[src/rtl/legacy_region_decoder.sv]
module legacy_region_decoder #(
  parameter int          ADDR_W    = 32,
  parameter logic [7:0]  ATTR_BASE = 8'h59,
  parameter logic [7:0]  SMRAM_OFS = 8'h72,
  parameter logic [7:0]  SMRAM_RST = 8'h02
) (
  input  logic              clk,
  input  logic              rst_n,
  input  logic              cfg_we,
  input  logic [7:0]        cfg_addr,
  input  logic [7:0]        cfg_wdata,
  output logic [7:0]        cfg_rdata,
  input  logic              smm_active,
  input  logic [ADDR_W-1:0] acc_addr,
  input  logic              acc_write,
  output logic              to_dram,
  output logic              dram_ro,
  output logic              to_bus
);
  localparam int         NBYTES  = 7;
  localparam logic [7:0] NBYTES8 = 8'(NBYTES);
  localparam logic [5:0] SEG0    = 6'h30;

  logic [7:0] attr_q [NBYTES];
  logic [7:0] smram_q;

  wire [7:0] attr_off = cfg_addr - ATTR_BASE;
  wire       attr_hit = attr_off < NBYTES8;

  for (genvar g = 0; g < NBYTES; g++) begin : g_attr
    always_ff @(posedge clk) begin
      if (!rst_n)
        attr_q[g] <= 8'h00;
      else if (cfg_we && attr_hit && attr_off[2:0] == 3'(g))
        attr_q[g] <= cfg_wdata;
    end
  end

  always_ff @(posedge clk) begin
    if (!rst_n)
      smram_q <= SMRAM_RST;
    else if (cfg_we && cfg_addr == SMRAM_OFS)
      smram_q <= cfg_wdata;
  end

  assign cfg_rdata = attr_hit ? attr_q[attr_off[2:0]] :
                     (cfg_addr == SMRAM_OFS) ? smram_q : 8'h00;

  wire       above_mb = |acc_addr[ADDR_W-1:20];
  wire [5:0] seg_idx  = acc_addr[19:14] - SEG0;
  wire [7:0] seg_byte = attr_q[seg_idx[3:1] + 3'd1];
  wire [1:0] seg_code = seg_idx[0] ? seg_byte[5:4] : seg_byte[1:0];
  wire       hole_open = smram_q[6] || (smram_q[3] && smm_active);

  logic [1:0] code;
  always_comb begin
    code = 2'd3;
    if (!above_mb) begin
      case (acc_addr[19:16])
        4'hA, 4'hB:       code = hole_open ? 2'd3 : 2'd0;
        4'hC, 4'hD, 4'hE: code = seg_code;
        4'hF:             code = attr_q[0][5:4];
        default:          code = 2'd3;
      endcase
    end
  end

  assign dram_ro = (code == 2'd1) && !acc_write;
  assign to_dram = (code == 2'd3) || dram_ro;
  assign to_bus  = !to_dram;
endmodule

[config.mk]
export PLATFORM = sky130hd
export DESIGN_NAME = legacy_region_decoder
export DESIGN_NICKNAME = d
export VERILOG_FILES = /design/src/rtl/legacy_region_decoder.sv
export SDC_FILE = /design/constraint.sdc
export NUM_CORES = 1
export LEC_CHECK = 0
export BUFFER_PORTS_ARGS = -buffer_cell sky130_fd_sc_hd__buf_2
export CORE_MARGIN = 1
export CORE_UTILIZATION = 56
export CTS_CLUSTER_SIZE = 20
export DETAILED_ROUTE_END_ITERATION = 7
export HOLD_SLACK_MARGIN = 0.1
export PLACE_DENSITY = 0.82
export SYNTH_ARGS = -nofsm -noshare
export SYNTH_HDL_FRONTEND = slang
export SYNTH_SLANG_ARGS = --single-unit
[constraint.sdc]
create_clock -name clk -period 4.2 [get_ports clk]
set_clock_uncertainty 0.15 [all_clocks]
set_input_delay 0.63 -clock clk [delete_from_list [all_inputs] [get_ports clk]]
set_output_delay 0.63 -clock clk [all_outputs]
set_load 0.05 [all_outputs]
# --- Word-level counts from Yosys, hierarchy flattened ---
# Memories as Yosys holds them, arrays and structs flattened.
# Cells that the tools add are included.
op_classes:
  bitwise_logic: 7
  reduce_logical: 19
  magnitude_cmp: 1
  mux: 35
  n_addsub: 3
  eq_ne: 15
op_table:
  columns: ["operator", "count"]
  rows:
  - ["$mux 8", 9]
  - ["$eq 4x4->1 const B", 6]
  - ["$mux 1", 22]
  - ["$reduce_or 12->1", 1]
  - ["$logic_and 1x1->1", 11]
  - ["$eq 3x3->1 const B", 3]
  - ["$eq 8x7->1 const B", 1]
  - ["$lt 8x3->1 const B", 1]
  - ["$sub 8x7->8 const B", 1]
  - ["$or 1x1->1", 7]
  - ["$eq 3x2->1 const B", 2]
  - ["$mux 2", 3]
  - ["$pmux 2 s3", 1]
  - ["$sub 4x1->4 const B", 1]
  - ["$add 3x1->3 const B", 1]
  - ["$eq 3x1->1 const B", 1]
  - ["$logic_not 3->1", 1]
  - ["$reduce_or 3->1", 1]
  - ["$eq 2x1->1 const B", 1]
  - ["$eq 2x2->1 const B", 1]
  - ["$logic_not 1->1", 2]
  - ["$logic_or 1x1->1", 2]
  - ["$reduce_or 2->1", 1]
word_totals:
  in_bits: 53
  memories: 1
  ff_bits: 8
  elab_cells: 82
  ramBits: 56
  out_inout_bits: 11
memory_table:
  columns: ["memory", "depth", "width", "read_ports", "rd_clocked_by_memory_dff", "write_ports", "line", "source"]
  rows:
  - ["attr_q", 7, 8, 3, 0, 7, "24", "logic [7:0] attr_q [NBYTES];"]

# --- Longest topological paths before layout ---
# An unclocked memory read counts as a cell.
logic_depth:
  depth_word: 10
  mapped_depth: 10
  ltp_nobuf: 7

# --- Worst setup path after synthesis ---
# OpenSTA, ideal clock, no wires.
synth_path:
  path_kind: "input to output"
  startpoint: "input port acc_addr[15]"
  endpoint: "output port to_bus"
  setup_slack_ps: 462
  required_time_ps: 3420
  arrival_time_ps: 2958
  cell_stages: 6
  path_cell_list: "ha_1 > buf_1 > mux4_2 > mux2i_1 > a211oi_2 > o31ai_1"
synth_between:
  elab_chain_cells: 10
  word_cells_on_any_way: 11
  cone_classes: "2 x add/sub; 2 x eq/ne; 3 x mux; 3 x reduce/logical; 1 x memory"
synth_rtl:
  columns: ["element", "line", "source"]
  rows:
  - ["start, declared", "14", "input logic [ADDR_W-1:0] acc_addr,"]
  - ["$sub 4x1->4 *", "50", "wire [5:0] seg_idx = acc_addr[19:14] - SEG0;"]
  - ["$add 3x1->3 *", "51", "wire [7:0] seg_byte = attr_q[seg_idx[3:1] + 3'd1];"]
  - ["$mem_v2 7x8 *", null, null]
  - ["$mux 2 *", "52", "wire [1:0] seg_code = seg_idx[0] ? seg_byte[5:4] : seg_byte[1:0];"]
  - ["$pmux 2 s3 *", "59", "case (acc_addr[19:16])"]
  - ["$mux 2 *", "58", "if (!above_mb) begin"]
  - ["$eq 2x1->1", "68", "assign dram_ro = (code == 2'd1) && !acc_write;"]
  - ["$logic_and 1x1->1", "68", null]
  - ["$logic_or 1x1->1 *", "69", "assign to_dram = (code == 2'd3) || dram_ro;"]
  - ["$logic_not 1->1 *", "70", "assign to_bus = !to_dram;"]
  - ["end, declared", "18", "output logic to_bus"]
# Every way passes the cells marked *; elsewhere a longest branch is shown, timed or not.

# --- Final worst setup path ---
layout_path:
  startpoint: "input port acc_addr[15]"
  endpoint: "output port dram_ro"
layout_between:
  elab_chain_cells: 8
layout_rtl:
  columns: ["element", "line", "source"]
  rows:
  - ["$sub 4x1->4", "50", null]
  - ["$add 3x1->3", "51", null]
  - ["$mem_v2 7x8", null, null]
  - ["$mux 2", "52", null]
  - ["$pmux 2 s3", "59", null]
  - ["$mux 2", "58", null]
  - ["$eq 2x1->1", "68", null]
  - ["$logic_and 1x1->1", "68", null]
  - ["end, declared", "17", "output logic dram_ro,"]
# No other way between the ends.

==> qor.yml <==
status: "complete, no violations"
cp_cell_sequence: "buf_2 > ha_1 > xnor2_4 > mux4_1 > nor3_1 > o311ai_4 > and4bb_1 > buf_2"
max_cap_viol_count: 0
tritoncts: "built"
wirelength_um: 8320
reg2reg_from: "smram_q[3]$_SDFFE_PN0P_"
clockRootBuffer: "clkbuf_8"
cp-startpoint: "acc_addr[15]"
synthTopCellsByArea: "edfxtp_1 46%, and2_1 9.7%, mux4_2 6.1%"
gp_congestion: 0.841
ys_ff_latch: 64
cellPowerDensity_nw_per_um2: 331
initial_core_util_pct: 57.7
end_kind: "primary output"
cp_data_arrival_time_ns: 2.66
start_kind: "input port"
grt_pass1_vias: 2709
synth_top_cells_by_count: "57 x and2_1, 56 x edfxtp_1, 32 x nand2_1"
syn_nets: 361
syn_to_final_growth_pct: 14.7
rsz0062_at_grt: "false"
crit_path_frequent_cell: "buf_2"
hold_buffers: 0
yosysSeqAreaShare_pct: 50.3
synth_simple_gate_area_share_pct: 21.4
synth_cells: 302
hold_viol: 0
avgSynthCellArea_um2: 12.1
critPathKind: "input port to primary output"
synthXorXnorAreaFrac_pct: 1.43
clk_pin_slew_ns: 0.06
grt.total_usage_pct: 26.0
post_cts.repair.setup_buffers: 0
io_buffers: 49
synth_compound_area_share_pct: 10.7
grt_max_degree: 21
synthArstFlopShare_pct: 0
placed_cells: 427
vias: 2640
overflow: 0
crit_family: "simple AND/OR/NAND/NOR gates"
synth_top_family_by_area: "simple AND/OR/NAND/NOR gates"
diodes: 0
critPathMaxStageDelay_ns: 0.34
antenna_found_initial: 0
syn_area_um2: 3660
drtAntennaViolNets: 0
cts_buffers: 9
hold_start: "smram_q[7]$_SDFFE_PN0P_"
synth_flop_cell: "edfxtp_1"
synth_edf_count: 56
final_nets: 420
hold_path_class: "flip-flop to flip-flop"
chipWidth_um: 82.9
worstPathMaxFanout: 10
setup_slack_ns: 0.758
muxShareOfSynthArea_pct: 11.5
final_max_slew_viol_count: 0
via_per_inst: 5.96
final_util_pct: 66.1
wl_per_cell_um: 18.8
synth.largest_area_cell: "edfxtp_1"
rows: 29
drive_above_1_share_pct: 26.2
fmax_mhz: 291
worst-path-buf-inv: 2
place_ws_ns: 0.744
finalCriticalPeriod_ns: 3.44
pin_count: 64
clockBufferDepth: 2
drt-initial-drc-count: 185
slew_headroom_pct: 55.8
power.leakage_nw: 1.62
fill_cells: 485
yosysTopAreaCellShare_pct: 45.9
tns_ns: 0
core_um2: 6350
grt_pass1_wl_um: 13400
cts_resized: 0
crit_path_top_delay_cell: "nor3_1"
hpwl_um: 5960
rrSetupSlack_ns: 3.22
stdcell_count: 443
die_h_um: 82.9
cp.required_ns: 3.42
dieArea_um2: 6870
yosys_warnings: 0
period_share_pct: 82.0
clk-insertion-delay-late_ns: 0.33
synth_cell_type_count: 46
worstMarginPinSlew_ns: 0.660
peakVddDrop_v: 0.000212
clock-sinks: 64
report.power.total_mw: 1.39
synth.most_common_cell: "and2_1"
first_pass_iters: 4
synthAdderAreaFrac_pct: 2.05
drc_errors: 0
setup_violations: 0
htree_levels: 3
==> path summary, 6_finish.rpt <==
check,end,cells after the start
worst min register to register,smram_q[7]$_SDFFE_PN0P_,2
worst min-delay path,smram_q[7]$_SDFFE_PN0P_,2
worst max register to register,smram_q[3]$_SDFFE_PN0P_,2
worst max-delay path,dram_ro,8
==> per-layer routing <==
metal	share of wire (%)	GRT usage, %
met2	53	46.2
met5	0	0
met1	37	29.0
met4	3.1	13.9
met3	6.5	5.47
==> power by group <==
group          leakage (nW)  switching, mW  internal (mW)
combinational         0.936          0.115         0.0827
clock                0.0877          0.214          0.247
sequential            0.596         0.0117          0.718
==> registers in the layout, indices dropped and copies added, names as in the netlist <==
name,count
attr_q,56
smram_q,8
==> layout by cell type (no fill, tap or decap), drive strengths merged, types with 6 or more instances in the layout <==
cell type	n
buf	60
and2	57
edfxtp	56
nand2	32
o21ai	20
clkbuf	15
mux2i	12
nand3	12
mux4	12
inv	10
a22o	8
dfxtp	8
a21boi	7
nor2	6
ha	6
==> area by class of cell <==
cell class / instances / area (µm²) / share of cell area (%)
clock inverters: 1 / 5.00 / 0.119
inverters: 10 / 37.5 / 0.894
clock buffers: 15 / 166 / 3.96
well taps: 77 / 96.3 / 2.29
repair buffers: 60 / 328 / 7.80
flip-flops and latches: 64 / 1840 / 43.8
multi-input cells: 216 / 1730 / 41.1
==> kinds of logic (layout without fill, tap and decap cells) <==
family / count (synthesis) / in the layout
adder cells (fa/ha/maj): 6 / 6
flip-flops: 64 / 64
buffers and inverters: 22 / 86
XOR/XNOR: 3 / 3
AO/OA/AOI/OAI: 52 / 52
AND/OR/NAND/NOR: 129 / 129
multiplexers: 26 / 26
==> metrics by stage <==
step           area, µm²  hold slack [ns]
2_1_floorplan       3660            0.291
3_3_place_gp        4030            0.303
3_5_place_dp        4030            0.311
4_1_cts             4200            0.319
5_1_grt             4200            0.356
6_report            4200            0.319
==> worst register-to-register path, delay by kind of cell (launching register included) <==
kind               cells  cell delay [ns]
DFF                    1             0.40
and+or+nand+nor        1             0.09
AOI/OAI and AO/OA      1             0.24
(Power assumes the default switching activity.)
